==> src/rtl/stby_pkg.sv <==
package stby_pkg;
  typedef enum logic [2:0] {
    ST_RUN_HI  = 3'd0,
    ST_RUN_LO  = 3'd1,
    ST_HALT_HI = 3'd2,
    ST_HALT_LO = 3'd3,
    ST_STOP_HI = 3'd4,
    ST_STOP_LO = 3'd5,
    ST_WARM    = 3'd6
  } stby_state_e;

  function automatic logic is_run(stby_state_e s);
    return (s == ST_RUN_HI) || (s == ST_RUN_LO);
  endfunction

  function automatic logic is_halt(stby_state_e s);
    return (s == ST_HALT_HI) || (s == ST_HALT_LO);
  endfunction

  // states where the main oscillator may be parked
  function automatic logic osc_parkable(stby_state_e s);
    return (s == ST_RUN_LO) || (s == ST_HALT_LO) ||
           (s == ST_STOP_HI) || (s == ST_STOP_LO);
  endfunction
endpackage

==> src/rtl/stby_rst_merge.sv <==
module stby_rst_merge #(
  parameter int unsigned NSRC        = 3,
  parameter int unsigned SYNC_STAGES = 2,
  parameter int unsigned RST_HOLD    = 4
) (
  input  logic            clk_i,
  input  logic            rst_ni,
  input  logic [NSRC-1:0] src_i,
  output logic            sys_rst_o
);
  localparam int unsigned CW = $clog2(RST_HOLD + 1);
  localparam logic [CW-1:0] HOLD = CW'(RST_HOLD);

  logic [SYNC_STAGES-1:0] sync_q;
  logic [CW-1:0]          cnt_q;
  logic                   pin_rst, any_rst;

  always_ff @(posedge clk_i or negedge rst_ni) begin
    if (!rst_ni) sync_q <= '0;
    else         sync_q <= {sync_q[SYNC_STAGES-2:0], 1'b1};
  end

  assign pin_rst = ~sync_q[SYNC_STAGES-1];
  assign any_rst = pin_rst | (|src_i);

  always_ff @(posedge clk_i or negedge rst_ni) begin
    if (!rst_ni)            cnt_q <= HOLD;
    else if (any_rst)       cnt_q <= HOLD;
    else if (cnt_q != '0)   cnt_q <= cnt_q - 1'b1;
  end

  assign sys_rst_o = (cnt_q != '0);
endmodule

==> src/rtl/stby_warm_timer.sv <==
module stby_warm_timer #(
  parameter int unsigned STAB_CYC = 16
) (
  input  logic clk_i,
  input  logic rst_ni,
  input  logic start_i,
  output logic done_o
);
  localparam int unsigned CW = $clog2(STAB_CYC + 1);
  localparam logic [CW-1:0] LIM = CW'(STAB_CYC - 1);

  logic [CW-1:0] cnt_q;

  always_ff @(posedge clk_i or negedge rst_ni) begin
    if (!rst_ni)           cnt_q <= LIM;
    else if (start_i)      cnt_q <= '0;
    else if (cnt_q != LIM) cnt_q <= cnt_q + 1'b1;
  end

  assign done_o = (cnt_q == LIM);
endmodule

==> src/rtl/stby_gate_dec.sv <==
module stby_gate_dec
  import stby_pkg::*;
(
  input  stby_state_e state_i,
  input  logic        oscs_i,
  input  logic        vbus_i,
  input  logic        usb_pd_i,
  output logic        cpu_clk_en_o,
  output logic        per_clk_en_o,
  output logic        main_osc_en_o
);
  logic stop_permit;

  assign stop_permit   = ~vbus_i | usb_pd_i;
  assign cpu_clk_en_o  = is_run(state_i);
  assign per_clk_en_o  = is_run(state_i) | is_halt(state_i);
  assign main_osc_en_o = ~(oscs_i & stop_permit & osc_parkable(state_i));
endmodule

==> src/rtl/stby_fsm.sv <==
module stby_fsm
  import stby_pkg::*;
(
  input  logic        clk_i,
  input  logic        rst_ni,
  input  logic        srst_i,
  input  logic        ctl_we_i,
  input  logic        ctl_hlt_i,
  input  logic        ctl_stp_i,
  input  logic        ctl_sub_i,
  input  logic        ctl_oscs_i,
  input  logic        wake_i,
  input  logic        osc_off_i,
  input  logic        warm_done_i,
  output stby_state_e state_o,
  output logic        sel_sub_o,
  output logic        oscs_o,
  output logic        warm_start_o
);
  stby_state_e state_q, state_d;
  logic        sel_q, sel_d, oscs_q, oscs_d, lost_q, lost_d;
  logic        cold, lo;

  assign cold = lost_q | osc_off_i;
  assign lo   = (state_q == ST_RUN_LO);

  always_comb begin
    state_d = state_q;
    sel_d   = sel_q;
    oscs_d  = oscs_q;
    unique case (state_q)
      ST_RUN_HI, ST_RUN_LO: begin
        if (ctl_we_i) begin
          oscs_d = ctl_oscs_i;
          if (ctl_stp_i)      state_d = lo ? ST_STOP_LO : ST_STOP_HI;
          else if (ctl_hlt_i) state_d = lo ? ST_HALT_LO : ST_HALT_HI;
          else begin
            sel_d = ctl_sub_i;
            if (ctl_sub_i) state_d = ST_RUN_LO;
            else if (lo)   state_d = cold ? ST_WARM : ST_RUN_HI;
          end
        end
      end
      ST_HALT_HI: if (wake_i) state_d = ST_RUN_HI;
      ST_HALT_LO: if (wake_i) state_d = ST_RUN_LO;
      ST_STOP_HI: if (wake_i) state_d = cold ? ST_WARM : ST_RUN_HI;
      ST_STOP_LO: if (wake_i) state_d = ST_RUN_LO;
      ST_WARM:    if (warm_done_i) state_d = ST_RUN_HI;
      default:    state_d = ST_RUN_HI;
    endcase
  end

  // remembers an oscillator outage until a warm-up has completed
  always_comb begin
    lost_d = lost_q;
    if (osc_off_i)                                lost_d = 1'b1;
    else if (state_q == ST_WARM && warm_done_i)   lost_d = 1'b0;
  end

  always_ff @(posedge clk_i or negedge rst_ni) begin
    if (!rst_ni) begin
      state_q <= ST_RUN_HI;
      sel_q   <= 1'b0;
      oscs_q  <= 1'b1;
      lost_q  <= 1'b0;
    end else if (srst_i) begin
      state_q <= ST_RUN_HI;
      sel_q   <= 1'b0;
      oscs_q  <= 1'b1;
      lost_q  <= 1'b0;
    end else begin
      state_q <= state_d;
      sel_q   <= sel_d;
      oscs_q  <= oscs_d;
      lost_q  <= lost_d;
    end
  end

  assign warm_start_o = ~srst_i & (state_d == ST_WARM) & (state_q != ST_WARM);
  assign state_o      = state_q;
  assign sel_sub_o    = sel_q;
  assign oscs_o       = oscs_q;
endmodule

==> src/rtl/stby_clk_ctrl.sv <==
module stby_clk_ctrl
  import stby_pkg::*;
#(
  parameter int unsigned STAB_CYC    = 16,
  parameter int unsigned RST_HOLD    = 4,
  parameter int unsigned SYNC_STAGES = 2
) (
  input  logic       clk_i,
  input  logic       rst_ni,
  input  logic       brk_i,
  input  logic       trap_i,
  input  logic       wdt_i,
  input  logic       ctl_we_i,
  input  logic       ctl_hlt_i,
  input  logic       ctl_stp_i,
  input  logic       ctl_sub_i,
  input  logic       ctl_oscs_i,
  input  logic       wake_i,
  input  logic       vbus_i,
  input  logic       usb_pd_i,
  output logic       cpu_clk_en_o,
  output logic       per_clk_en_o,
  output logic       main_osc_en_o,
  output logic       sys_rst_o,
  output logic [2:0] state_o,
  output logic       sel_sub_o,
  output logic       oscs_o
);
  localparam int unsigned NSRC = 3;

  stby_state_e st;
  logic        warm_start, warm_done, oscs;

  stby_rst_merge #(
    .NSRC(NSRC), .SYNC_STAGES(SYNC_STAGES), .RST_HOLD(RST_HOLD)
  ) u_rst (
    .clk_i    (clk_i),
    .rst_ni   (rst_ni),
    .src_i    ({wdt_i, trap_i, brk_i}),
    .sys_rst_o(sys_rst_o)
  );

  stby_warm_timer #(.STAB_CYC(STAB_CYC)) u_warm (
    .clk_i  (clk_i),
    .rst_ni (rst_ni),
    .start_i(warm_start),
    .done_o (warm_done)
  );

  stby_fsm u_fsm (
    .clk_i       (clk_i),
    .rst_ni      (rst_ni),
    .srst_i      (sys_rst_o),
    .ctl_we_i    (ctl_we_i),
    .ctl_hlt_i   (ctl_hlt_i),
    .ctl_stp_i   (ctl_stp_i),
    .ctl_sub_i   (ctl_sub_i),
    .ctl_oscs_i  (ctl_oscs_i),
    .wake_i      (wake_i),
    .osc_off_i   (~main_osc_en_o),
    .warm_done_i (warm_done),
    .state_o     (st),
    .sel_sub_o   (sel_sub_o),
    .oscs_o      (oscs),
    .warm_start_o(warm_start)
  );

  stby_gate_dec u_dec (
    .state_i      (st),
    .oscs_i       (oscs),
    .vbus_i       (vbus_i),
    .usb_pd_i     (usb_pd_i),
    .cpu_clk_en_o (cpu_clk_en_o),
    .per_clk_en_o (per_clk_en_o),
    .main_osc_en_o(main_osc_en_o)
  );

  assign state_o = st;
  assign oscs_o  = oscs;
endmodule

==> config.mk <==
export PLATFORM = sky130hd
export DESIGN_NAME = stby_clk_ctrl
export DESIGN_NICKNAME = d
export VERILOG_FILES = /design/src/rtl/stby_pkg.sv /design/src/rtl/stby_rst_merge.sv /design/src/rtl/stby_warm_timer.sv /design/src/rtl/stby_gate_dec.sv /design/src/rtl/stby_fsm.sv /design/src/rtl/stby_clk_ctrl.sv
export SDC_FILE = /design/constraint.sdc
export NUM_CORES = 1
export LEC_CHECK = 0
export BUFFER_PORTS_ARGS = -buffer_cell sky130_fd_sc_hd__buf_2
export CAP_MARGIN = 20
export CORE_AREA = 4 4 48 82
export DETAILED_ROUTE_END_ITERATION = 8
export DIE_AREA = 0 0 52 86
export GPL_ROUTABILITY_DRIVEN = 0
export PLACE_DENSITY = 0.54
export SETUP_SLACK_MARGIN = 0.1
export SYNTH_ARGS = -nofsm -noshare
export SYNTH_HDL_FRONTEND = slang
export SYNTH_SLANG_ARGS = --single-unit
==> constraint.sdc <==
create_clock -name clk_i -period 1.9 [get_ports clk_i]
set_input_delay 0.38 -clock clk_i [delete_from_list [all_inputs] [get_ports clk_i]]
set_output_delay 0.38 -clock clk_i [all_outputs]
set_load 0.05 [all_outputs]
# Word level (Yosys, flattened, before mapping)
# Cells that the tools add are included.
dict set report totals {
  regBits 16
  inputBits 13
  out_inout_bits 9
  word_cells 80
}
dict set report classes {
  add_sub_neg 2
  eq_ne 12
  muxes 29
  bitwise_logic 12
  reduce_logical 18
}
# operator n
set ops {}
lappend ops {{$mux 3} 13}
lappend ops {{$pmux 3 s5} 1}
lappend ops {{$mux 1} 13}
lappend ops {{$eq 3x3->1 const B} 4}
lappend ops {{$mux 5} 2}
lappend ops {{$reduce_bool 2->1} 4}
lappend ops {{$eq 3x2->1 const B} 2}
lappend ops {{$reduce_bool 3->1} 2}
lappend ops {{$add 5x1->5 const B} 1}
lappend ops {{$eq 5x4->1 const B} 1}
lappend ops {{$logic_or 1x1->1} 5}
lappend ops {{$ne 5x4->1 const B} 1}
lappend ops {{$and 1x1->1} 4}
lappend ops {{$ne 2x1->1 const B} 2}
lappend ops {{$not 1->1} 4}
lappend ops {{$or 1x1->1} 4}
lappend ops {{$reduce_and 4->1} 1}
lappend ops {{$reduce_or 2->1} 2}
lappend ops {{$eq 3x1->1 const B} 1}
lappend ops {{$logic_not 3->1} 1}
lappend ops {{$ne 3x3->1 const B} 1}
lappend ops {{$reduce_or 3->1} 1}
lappend ops {{$sub 3x1->3 const B} 1}
lappend ops {{$reduce_and 2->1} 1}
lappend ops {{$logic_and 1x1->1} 1}

# Depth between registers and ports, before layout
# Gate-level depths: netlist of the first run.
dict set report depth {
  word_depth 17
  mapped_depth 8
  ltp_nobuf 8
}

# Hierarchy
# From an unflattened synthesis of the first run, not the netlist that was laid out.
dict set report hier_totals {
  hier_cells 101
  hier_area_um2 969.7
}
# module n_inst cells_each area_each_um2 seq_area_each_um2
set modules_own_cells {}
lappend modules_own_cells {stby_fsm 1 53 460.4 151.4}
lappend modules_own_cells {stby_warm_timer 1 22 244.0 130.1}
lappend modules_own_cells {stby_rst_merge 1 20 229.0 126.4}
lappend modules_own_cells {stby_gate_dec 1 5 32.5 0.0}
lappend modules_own_cells {stby_clk_ctrl 1 1 3.8 0.0}

# Worst setup path after synthesis of the first run
# Ideal clock, no wire load.
dict set report synth_path {
  path_kind {reg-to-reg}
  start {register u_fsm.state_q[2] (netlist: u_fsm.state_o[2])}
  end {register u_warm.cnt_q[4]}
  setup_time_ns 0.130
  arrival_ns 2.389
  t_required_ns 1.770
  path_slack_ns -0.620
  stages_incl_launch_ff 7
  n_path_buf 1
  period_less_slack_ns 2.520
  path_cell_list {dfrtp_1 -> buf_2 -> nor2_1 -> o2111a_1 -> o21ai_0 -> a211oi_2 -> nor2_1}
}
dict set report synth_between {
  elab_chain_len 17
  elab_cells_between_ends 33
  cone_classes {eq/ne: 8; mux: 14; bitwise: 4; reduce/logical: 7}
}
# element line_no
set synth_rtl {}
lappend synth_rtl {{from (decl)} stby_fsm.sv:20} ;# stby_state_e state_q, state_d;
lappend synth_rtl {{from (signal assigned)} stby_fsm.sv:72} ;# state_q <= state_d;
lappend synth_rtl {{$eq 3x1->1 / $eq 3x2->1 (equally long branches)} {stby_pkg.sv:22, stby_fsm.sv:25, stby_fsm.sv:31}}
lappend synth_rtl {{$logic_or 1x1->1 (2 in series)} stby_pkg.sv:22} ;# return (s == ST_RUN_LO) || (s == ST_HALT_LO) ||
lappend synth_rtl {{$logic_or 1x1->1} stby_pkg.sv:23} ;# (s == ST_STOP_HI) || (s == ST_STOP_LO);
lappend synth_rtl {{$and 1x1->1} stby_gate_dec.sv:17} ;# assign main_osc_en_o = ~(oscs_i & stop_permit & osc_parkable(state_i));
lappend synth_rtl {{$or 1x1->1} stby_fsm.sv:24} ;# assign cold = lost_q | osc_off_i;
lappend synth_rtl {{$mux 3} {stby_fsm.sv:40, stby_fsm.sv:46}}
lappend synth_rtl {{$mux 3} stby_fsm.sv:40} ;# else if (lo) state_d = cold ? ST_WARM : ST_RUN_HI;
lappend synth_rtl {{$mux 3} stby_fsm.sv:39} ;# if (ctl_sub_i) state_d = ST_RUN_LO;
lappend synth_rtl {{$mux 3} stby_fsm.sv:36} ;# else if (ctl_hlt_i) state_d = lo ? ST_HALT_LO : ST_HALT_HI;
lappend synth_rtl {{$mux 3} stby_fsm.sv:35} ;# if (ctl_stp_i) state_d = lo ? ST_STOP_LO : ST_STOP_HI;
lappend synth_rtl {{$mux 3} stby_fsm.sv:33} ;# if (ctl_we_i) begin
lappend synth_rtl {{$pmux 3 s5} stby_fsm.sv:31} ;# unique case (state_q)
lappend synth_rtl {{$eq 3x3->1} stby_fsm.sv:79} ;# assign warm_start_o = ~srst_i & (state_d == ST_WARM) & (state_q != ST_WARM);
lappend synth_rtl {{$and 1x1->1} stby_fsm.sv:79}
lappend synth_rtl {{$and 1x1->1 *} stby_fsm.sv:79}
lappend synth_rtl {{$mux 5 / $reduce_bool 2->1 (equally long branches)} --}
lappend synth_rtl {{to (signal assigned)} stby_warm_timer.sv:17} ;# else if (cnt_q != LIM) cnt_q <= cnt_q + 1'b1;
lappend synth_rtl {{to (decl)} stby_warm_timer.sv:12} ;# logic [CW-1:0] cnt_q;
# Mark *: on every way between the ends. The rest lies on a longest branch, timed or not.
# A chain may end at the register's enable or synchronous reset.

# Worst setup path in the final report of the first run
dict set report layout_path {
  start {register u_warm.cnt_q[0]}
  end {register u_warm.cnt_q[4]}
}
dict set report layout_between {
  elab_chain_len 7
  elab_cells_between_ends 11
  cone_classes {add/sub: 1; eq/ne: 3; mux: 4; bitwise: 2; reduce/logical: 1}
}
# element line_no
set layout_rtl {}
lappend layout_rtl {{$eq 5x4->1} stby_warm_timer.sv:20} ;# assign done_o = (cnt_q == LIM);
lappend layout_rtl {{$mux 3} stby_fsm.sv:48} ;# ST_WARM: if (warm_done_i) state_d = ST_RUN_HI;
lappend layout_rtl {{$pmux 3 s5} stby_fsm.sv:31}
lappend layout_rtl {{$eq 3x3->1} stby_fsm.sv:79}
lappend layout_rtl {{$and 1x1->1 (2 in series)} stby_fsm.sv:79}
lappend layout_rtl {{$mux 5 / $reduce_bool 2->1 (equally long branches)} --}
# Several ways; a longest one is shown, not always the timed one. The select of a mux whose other input is x is not followed.

==> impl_metrics.toml, run 1 <==
[run_status]
status = "finished, final reports clean"

[logic_synthesis]
syn-num-nets = 119
ys_async_sr_fraction = 1.00
synth_edf_count = 0
yosys.area_share.xor_xnor = 0.0366
avgSynthCellArea_um2 = 9.37
synthSimpleGateAreaFrac = 0.220
synth_top_area_frac = 0.262
synth.area.mux_share = 0.0209
synth_seq_cells = 16
syn_inst = 102
synth.area.top_cells = "dfrtp_1, dfstp_2, nor2_1"
synth_top_area_cell = "dfrtp_1"
synth-seq-area-share = 0.427
yosys_warnings = 0
synth_top_family_by_area = "simple AND/OR/NAND/NOR gates"
synth-compound-area-share = 0.182
synth_fa_ha_area_frac = 0.0524
yosys.cell_types.count = 39
synth_area_um2 = 956
synthFlopType = "dfrtp_1"

[finish]
area_growth_pct = 52.9
final_cell_mix = "buf_2, buf_4, nor2_1"
diodes = 0
final_area_um2 = 1460
post-route-util = 0.439
drive_above_1_share = 0.514
nets = 162
fillerInstances = 346

[critical_path]
r2r_start = "u_warm.cnt_q[0]"
crit_type = "reg2reg"
r2r_end = "u_warm.cnt_q[4]"
r2r_cells = 7
cp_max_fo = 5
end_kind = "register"
crit_arrival_ps = 1980
r2r_slack_ps = 50
cp.required_ps = 2030
start_kind = "register"

[floorplanning]
io_pins = 22
rows = 28
start_util = 0.287
die_y_um = 86
core_area_um2 = 3330
die_area_um2 = 4470
die_w_um = 52

[routing]
drt-initial-drc-count = 14
wl_per_cell_um = 13.3
drc_errors = 0
vias_per_cell = 4.70
wirelength_um = 2510
ant_nets = 0
drt-pass1-iter-count = 4
via_count = 889

[timing]
holdWs_ps = 32.0
setup_violations = 0
final.period_utilization = 0.974
slew_violations = 0
skew_ps = 1.45
postLayoutSetupSlackWorst_ps = 48.9
fmax_mhz = 540
grt_setup_unrepaired = "true"
hold_violations = 0
min_period_ps = 1850

[clocking]
htree_levels = 1
path_clk_slew_ps = 60
clk_path_buf_depth = 2
cts_tree = "yes"
ctsHoldBuffers = 0
numCtsBuffers = 3
clkLatencyLatePin_ps = 250
cts.sinks = 16
cts_root_buffer = "clkbuf_8"

[placed_design]
postPlaceCellArea_um2 = 1230
place_ws_ps = -29.6
detailed_place_hpwl_um = 1880
io_buffers = 21

[global_routing]
grt_start_max_net_pins = 17
grt_pass1_vias = 894
grt_usage = 0.118
grt-ovfl-total = 0
grt_first_pass_wirelength_um = 4020
antenna_found_initial = 0

[flow_run]
cap_violations = 0

[pwr]
power.density_nw_per_um2 = 787
p_leak_nw = 0.634
ir_drop_v = 0.000597

[worst_hold_path]
worstHoldPathType = "in2async"
-- repair_timing --
action                     4_1_cts  5_1_grt
setup endpoints to repair        7        9
resized for setup               12       10
setup buffers                    3        9
pin swaps                        2        5
-- state kept, by name, summed over array words and instances, names as in the netlist --
name / cells
u_warm.cnt_q: 5
u_fsm.state_o: 3
u_fsm.lost_q: 1
u_fsm.sel_sub_o: 1
u_rst.cnt_q: 3
u_fsm.oscs_o: 1
u_rst.sync_q: 2
-- worst max-delay path by stage --
| stage | from | to | cells after the start |
|---|---|---|---|
| 6_report | u_warm.cnt_q[0] | u_warm.cnt_q[4] | 7 |
| 5_1_grt | u_rst.cnt_q[1] | u_warm.cnt_q[4] | 8 |
| 4_1_cts | u_warm.cnt_q[1] | u_warm.cnt_q[4] | 7 |
| 3_5_place_dp | ctl_stp_i | u_warm.cnt_q[4] | 7 |
| 3_3_place_gp | ctl_stp_i | u_warm.cnt_q[4] | 7 |
| 2_1_floorplan | u_warm.cnt_q[1] | u_warm.cnt_q[4] | 8 |
-- critical path, cell delays in order (launching register included) --
cell and delay (ps):
dfstp_2 390, ha_4 150, and3_4 150, ha_4 170, a2111oi_4 340, o31ai_4 140
a211oi_4 310, nor2_1 80
-- where the power goes --
part / leakage [nW] / internal (mW) / switching (mW)
Combinational: 0.415 / 0.191 / 0.167
Sequential: 0.191 / 0.440 / 0.0516
Clock: 0.0288 / 0.184 / 0.117
-- logic make-up after synthesis --
family          after synthesis
buf+inv                      14
fa+ha+maj                     4
mux                           2
compound gates               24
xor+xnor                      4
simple gates                 37
flops                        16
other cells                   1
-- area by class of cell --
type / count / area [um2] / area share
multi-input combinational: 72 / 604 / 0.414
sequential: 16 / 412 / 0.282
timing repair buffer: 42 / 290 / 0.199
tap: 45 / 56.3 / 0.0385
clock buffer: 4 / 55.1 / 0.0377
inverter: 10 / 43.8 / 0.0300
-- stage by stage --
stage | TNS, ps | power [mW] | instances
finish | 0 | 1.15 | 189
global route | -38.6 | 1.24 | 189
CTS | 0 | 1.13 | 180
detailed placement | -31.7 | 0.786 | 173
global placement | -22.5 | 0.773 | 173
floorplan | 0 | 0.705 | 102
-- cell usage after synthesis (2+ instances only) --
master	number
clkbuf_1	2
xnor2_1	2
dfstp_2	6
nor2_1	15
nor3b_1	2
mux2i_1	2
o21ai_0	3
a21oi_1	4
nand2_1	3
buf_2	2
nand2b_1	2
dfrtp_1	10
xor2_1	2
nor3_1	2
inv_1	9
o31a_1	2
o21ai_1	3
ha_1	4
nor2b_1	3
a211oi_1	3
nor4bb_1	3
-- metal layers --
| layer | routed length, um | global-route usage | up-vias | share of wire |
|---|---|---|---|---|
| met5 | 0 | 0 | - | 0 |
| met4 | 38 | 0.0525 | 0 | 0.015 |
| met3 | 119 | 0.0261 | 5 | 0.048 |
| met2 | 1330 | 0.212 | 19 | 0.53 |
| met1 | 1010 | 0.128 | 426 | 0.40 |
| li1 | - | - | 439 | - |
Power figures use the tool's default switching activity.
==> run 2, diff against run 1 <==
==> constraint.sdc (replaced) <==
create_clock -name clk_i -period 1.9 [get_ports clk_i]
set_input_delay 0.095 -clock clk_i [delete_from_list [all_inputs] [get_ports clk_i]]
set_output_delay 0.095 -clock clk_i [all_outputs]
set_load 0.05 [all_outputs]
==> run 2 against run 1 <==
  * The run now ends with setup timing left
  * Utilization decreased by 4.4 points
  * Clock power is 14% lower
  * Maximum frequency shrank 2.9%
  * Count of clock-buffer cells in the layout is the same
  * Global-route usage down 0.47 points
  * Cell count fell by 5.3%
  * Sequential power about the same
  * Critical path depth stayed put
  * Die area stayed put
  * Via count is 6.9% lower
  * Flip-flop and latch count is the same
  * Critical path type unchanged
  * Highest routed layer unchanged
==> impl_metrics.toml, run 2 (same netlist as run 1, synthesis figures left out) <==
[run_status]
status = "finished, violations left"
violations = "setup timing"

[routing]
via_count = 828
drt-pass1-iter-count = 4
wirelength_um = 2370
ant_nets = 0
vias_per_cell = 4.63
drt-initial-drc-count = 18
wl_per_cell_um = 13.2
drc_errors = 0

[finish]
layout_commonest_cell = "buf_2"
post-route-util = 0.395
largest_register_ffs = 5
diodes = 0
finalNonFillerCells = 179
top_register = "u_warm.cnt_q"
final_cell_mix = "buf_2, nor2_1, buf_4"
nets = 152
drive_above_1_share = 0.403
area_growth_pct = 37.6

[global_routing]
grt_start_max_net_pins = 17
grt-ovfl-total = 0
grt_usage = 0.114
grt_pass1_vias = 841
antenna_found_initial = 0
grt_first_pass_wirelength_um = 3910

[critical_path]
r2r_cells = 7
cp_max_fo = 5
r2r_end = "u_warm.cnt_q[4]"
start_kind = "register"
critPathTopFamily = "compound AO/OA/AOI/OAI gates"
critPathSlowestCell = "dfstp_2"
r2r_start = "u_warm.cnt_q[0]"
r2r_slack_ps = -7
max_stage_delay_ps = 380
crit_buf_inv = 0
critical_path_depth = 7
crit_end = "u_warm.cnt_q[4]"
crit_arrival_ps = 2030
cp.required_ps = 2020
worstPathCellList = "ha_4, and3_4, ha_4, a2111oi_4, o31ai_4, a211oi_4, nor2_1"
cp_common_cell = "ha_4"
startpoint = "u_warm.cnt_q[0]"
crit_type = "reg2reg"
end_kind = "register"

[clocking]
cts_tree = "yes"
path_clk_slew_ps = 60
clkLatencyLatePin_ps = 240
cts_root_buffer = "clkbuf_8"
htree_levels = 1
cts.sinks = 16
clk_path_buf_depth = 2
numCtsBuffers = 3

[floorplanning]
core_area_um2 = 3330
start_util = 0.287
die_y_um = 86
io_pins = 22
die_area_um2 = 4470
die_w_um = 52
rows = 28

[pwr]
power_mw = 1.11
power.density_nw_per_um2 = 843
ir_drop_v = 0.000634
p_leak_nw = 0.559

[placed_design]
detailed_place_hpwl_um = 1780
io_buffers = 21
dp.cells = 171

[timing]
hold_violations = 0
min_period_ps = 1910
grt_setup_unrepaired = "true"
skew_ps = 2.19
setup_tns_ps = -6.97
fmax_mhz = 524
setup_violations = 1
final.period_utilization = 1.00
postLayoutSetupSlackWorst_ps = -6.97
slew_violations = 0
holdWs_ps = 128

[worst_hold_path]
worstHoldPathType = "in2reg"

[flow_run]
cap_violations = 0
## run 2: area by class of cell
class	instances	area (um2)
fill	333	2010
timing repair buffer	32	190
inverter	10	41.3
clock buffer	4	45.0
sequential	16	412
multi-input combinational	72	571
tap	45	56.3
## run 2: stage by stage
step                      setup slack, ps  cell area, um2
after floorplan                      8.13            1040
after global placement               87.3            1220
after detailed placement             36.6            1220
after CTS                            52.4            1300
after global routing                -96.7            1320
final                               -6.97            1320
## run 2: worst reg2reg max path: stages (launching register included)
cell and delay, ps:
dfstp_2 380, ha_4 150, and3_4 150, ha_4 160
a2111oi_4 360, o31ai_4 160, a211oi_4 360, nor2_1 70
## run 2: worst min-delay path by stage
stage | end | depth (start not counted) | startpoint
2_1_floorplan | u_fsm.lost_q | 0 | rst_ni
3_3_place_gp | u_fsm.sel_sub_o | 1 | rst_ni
3_5_place_dp | u_fsm.sel_sub_o | 1 | rst_ni
4_1_cts | u_fsm.oscs_o | 3 | ctl_oscs_i
5_1_grt | u_fsm.oscs_o | 3 | ctl_oscs_i
6_report | u_fsm.oscs_o | 3 | ctl_oscs_i
## run 2: per-layer routing
layer  vias up  part of all wire  global-route usage
li1        422                 -                   -
met1       384              0.42               0.143
met2        18              0.53               0.192
met3         4             0.038              0.0191
met4         0             0.015              0.0358
met5         -                 0                   0
## run 2: repair_timing
action	CTS	global route
pin swaps	3	7
setup buffers	3	0
endpoints found under the setup margin	5	5
resized for setup	1	2
hold buffers	1	0
endpoints found under the hold margin	10	0
## run 2: power by group
group / internal (mW) / total, mW / leakage [nW] / switching (mW)
sequential: 0.440 / 0.490 / 0.191 / 0.0502
combinational: 0.193 / 0.361 / 0.345 / 0.168
clock: 0.148 / 0.258 / 0.0228 / 0.110
total: 0.781 / 1.11 / 0.559 / 0.328
==> run 3, diff against run 2 <==
--- a/config.mk
+++ b/config.mk
@@ -7,12 +7,13 @@
 export LEC_CHECK = 0
 export BUFFER_PORTS_ARGS = -buffer_cell sky130_fd_sc_hd__buf_2
 export CAP_MARGIN = 20
-export CORE_AREA = 4 4 48 82
+export CORE_AREA = 4 4 51 53
 export DETAILED_ROUTE_END_ITERATION = 8
-export DIE_AREA = 0 0 52 86
+export DIE_AREA = 0 0 55 57
 export GPL_ROUTABILITY_DRIVEN = 0
-export PLACE_DENSITY = 0.54
+export PLACE_DENSITY = 0.74
 export SETUP_SLACK_MARGIN = 0.1
+export SLEW_MARGIN = 25
 export SYNTH_ARGS = -nofsm -noshare
 export SYNTH_HDL_FRONTEND = slang
 export SYNTH_SLANG_ARGS = --single-unit
==> run 3 against run 2 <==
  * The run now ends clean
  * Power decreased by 8.4%
  * Count of clock-buffer cells in the layout is the same
  * Flip-flop and latch count unchanged
  * Sequential power down 2%
  * Critical path depth stayed put
  * Worst hold slack worse by 58 ps
  * Maximum frequency up 4.0%
  * Non-clock buffer count grew 4
  * Utilization grew 22 points
  * Clock power shrank 25%
  * Die area fell by 30%
  * Global-route usage rose by 4.0 points
  * Critical endpoint unchanged
  * Largest cell class unchanged
==> impl_metrics.toml, run 3 (same netlist as run 1, synthesis figures left out) <==
[run_status]
status = "finished, final reports clean"

[pwr]
power.density_nw_per_um2 = 773
ir_drop_v = 0.000661
p_leak_nw = 0.571

[critical_path]
crit_arrival_ps = 2000
worstPathCellList = "ha_2, and3_4, ha_4, a2111oi_4, o31ai_4, a211oi_4, nor2_1"
cp_max_fo = 5
startpoint = "u_warm.cnt_q[1]"
max_stage_delay_ps = 380
r2r_cells = 7
crit_type = "reg2reg"
crit_end = "u_warm.cnt_q[4]"
end_kind = "register"
r2r_end = "u_warm.cnt_q[4]"
r2r_slack_ps = 70
start_kind = "register"
cp.required_ps = 2070
critPathSlowestCell = "dfstp_2"
r2r_start = "u_warm.cnt_q[1]"

[finish]
area_growth_pct = 37.4
largest_register_ffs = 5
top_register = "u_warm.cnt_q"
nets = 156
layout_commonest_cell = "buf_2"
diodes = 0
register_area_um2 = 412
final_area_um2 = 1310
final_cell_mix = "buf_2, nor2_1, buf_4"
multi_input_area_um2 = 579
drive_above_1_share = 0.457
fillerInstances = 173
post-route-util = 0.612

[timing]
slew_violations = 0
setup_tns_ps = 0
min_period_ps = 1830
hold_violations = 0
skew_ps = 16.3
holdWs_ps = 69.8
grt_setup_unrepaired = "true"
fmax_mhz = 545
postLayoutSetupSlackWorst_ps = 65.9
setup_violations = 0
final.period_utilization = 0.965

[global_routing]
grt-ovfl-total = 0
antenna_found_initial = 0
grt_start_max_net_pins = 17
grt_first_pass_wirelength_um = 3510
grt_usage = 0.153
grt_pass1_vias = 815

[routing]
via_count = 861
wirelength_um = 2400
drt-initial-drc-count = 18
drt-pass1-iter-count = 4
wl_per_cell_um = 14.5
drc_errors = 0
ant_nets = 0
vias_per_cell = 5.19

[floorplanning]
start_util = 0.445
io_pins = 22
core_area_um2 = 2150
die_y_um = 57
rows = 17
die_w_um = 55
die_area_um2 = 3140

[clocking]
numCtsBuffers = 3
htree_levels = 1
cts_root_buffer = "clkbuf_4"
cts_tree = "yes"
path_clk_slew_ps = 110
cts.sinks = 16
clkLatencyLatePin_ps = 300
clk_path_buf_depth = 2

[placed_design]
io_buffers = 21
postPlaceCellArea_um2 = 1180
place_ws_ps = 5.17
detailed_place_hpwl_um = 1610

[flow_run]
cap_violations = 0

[worst_hold_path]
worstHoldPathType = "in2reg"
[run 3: cell count changes in the layout (fill, tap and decap cells not counted), sizes merged]
| cell | delta |
|---|---|
| buf | +4 |
[run 3: layer usage]
layer / up-vias / global-route usage / routed length [um]
met5: - / 0 / 0
met4: 0 / 0.0521 / 40
met3: 5 / 0.0339 / 88
met2: 17 / 0.243 / 1220
met1: 412 / 0.203 / 1050
li1: 427 / - / -
[run 3: final cells by class]
cell class / instances / area share
tap: 28 / 0.0267
inverter: 10 / 0.0314
clock buffer: 4 / 0.0200
timing repair buffer: 36 / 0.168
multi-input combinational: 72 / 0.441
sequential: 16 / 0.313
[run 3: worst min-delay path by stage]
stage                    start  slack [ps]  cells past startpoint              end
global route             brk_i         100                      3   u_rst.cnt_q[0]
floorplan               rst_ni        -200                      0     u_fsm.lost_q
detailed placement      rst_ni          30                      1  u_rst.sync_q[0]
CTS                 ctl_oscs_i          60                      3     u_fsm.oscs_o
global placement        rst_ni          30                      1  u_rst.sync_q[0]
finish              ctl_oscs_i          70                      3     u_fsm.oscs_o
[run 3: critical path: cells and delay by family (launching register included)]
family,cells,cell delay (ps)
flip-flops,1,380
adder cells (fa/ha/maj),2,340
AND/OR/NAND/NOR,2,220
AO/OA/AOI/OAI,3,770
[run 3: where the power goes]
part	switching [mW]	leakage [nW]	internal, mW	total (mW)
clock network	0.112	0.0150	0.0817	0.194
registers	0.0412	0.191	0.438	0.479
logic	0.167	0.365	0.176	0.343
total	0.320	0.571	0.695	1.02
[run 3: timing repair]
| action | CTS | global route |
|---|---|---|
| hold endpoints to repair | 12 | 0 |
| setup buffers | 4 | 5 |
| resized for setup | 4 | 5 |
| setup endpoints to repair | 5 | 8 |
| pin swaps | 7 | 2 |
| hold buffers | 1 | 0 |
[run 3: stage by stage]
step                      cells  power [mW]
after CTS                   161       0.999
after detailed placement    152       0.774
after floorplan             102       0.705
after global routing        166        1.09
final                       166        1.02
after global placement      152       0.762
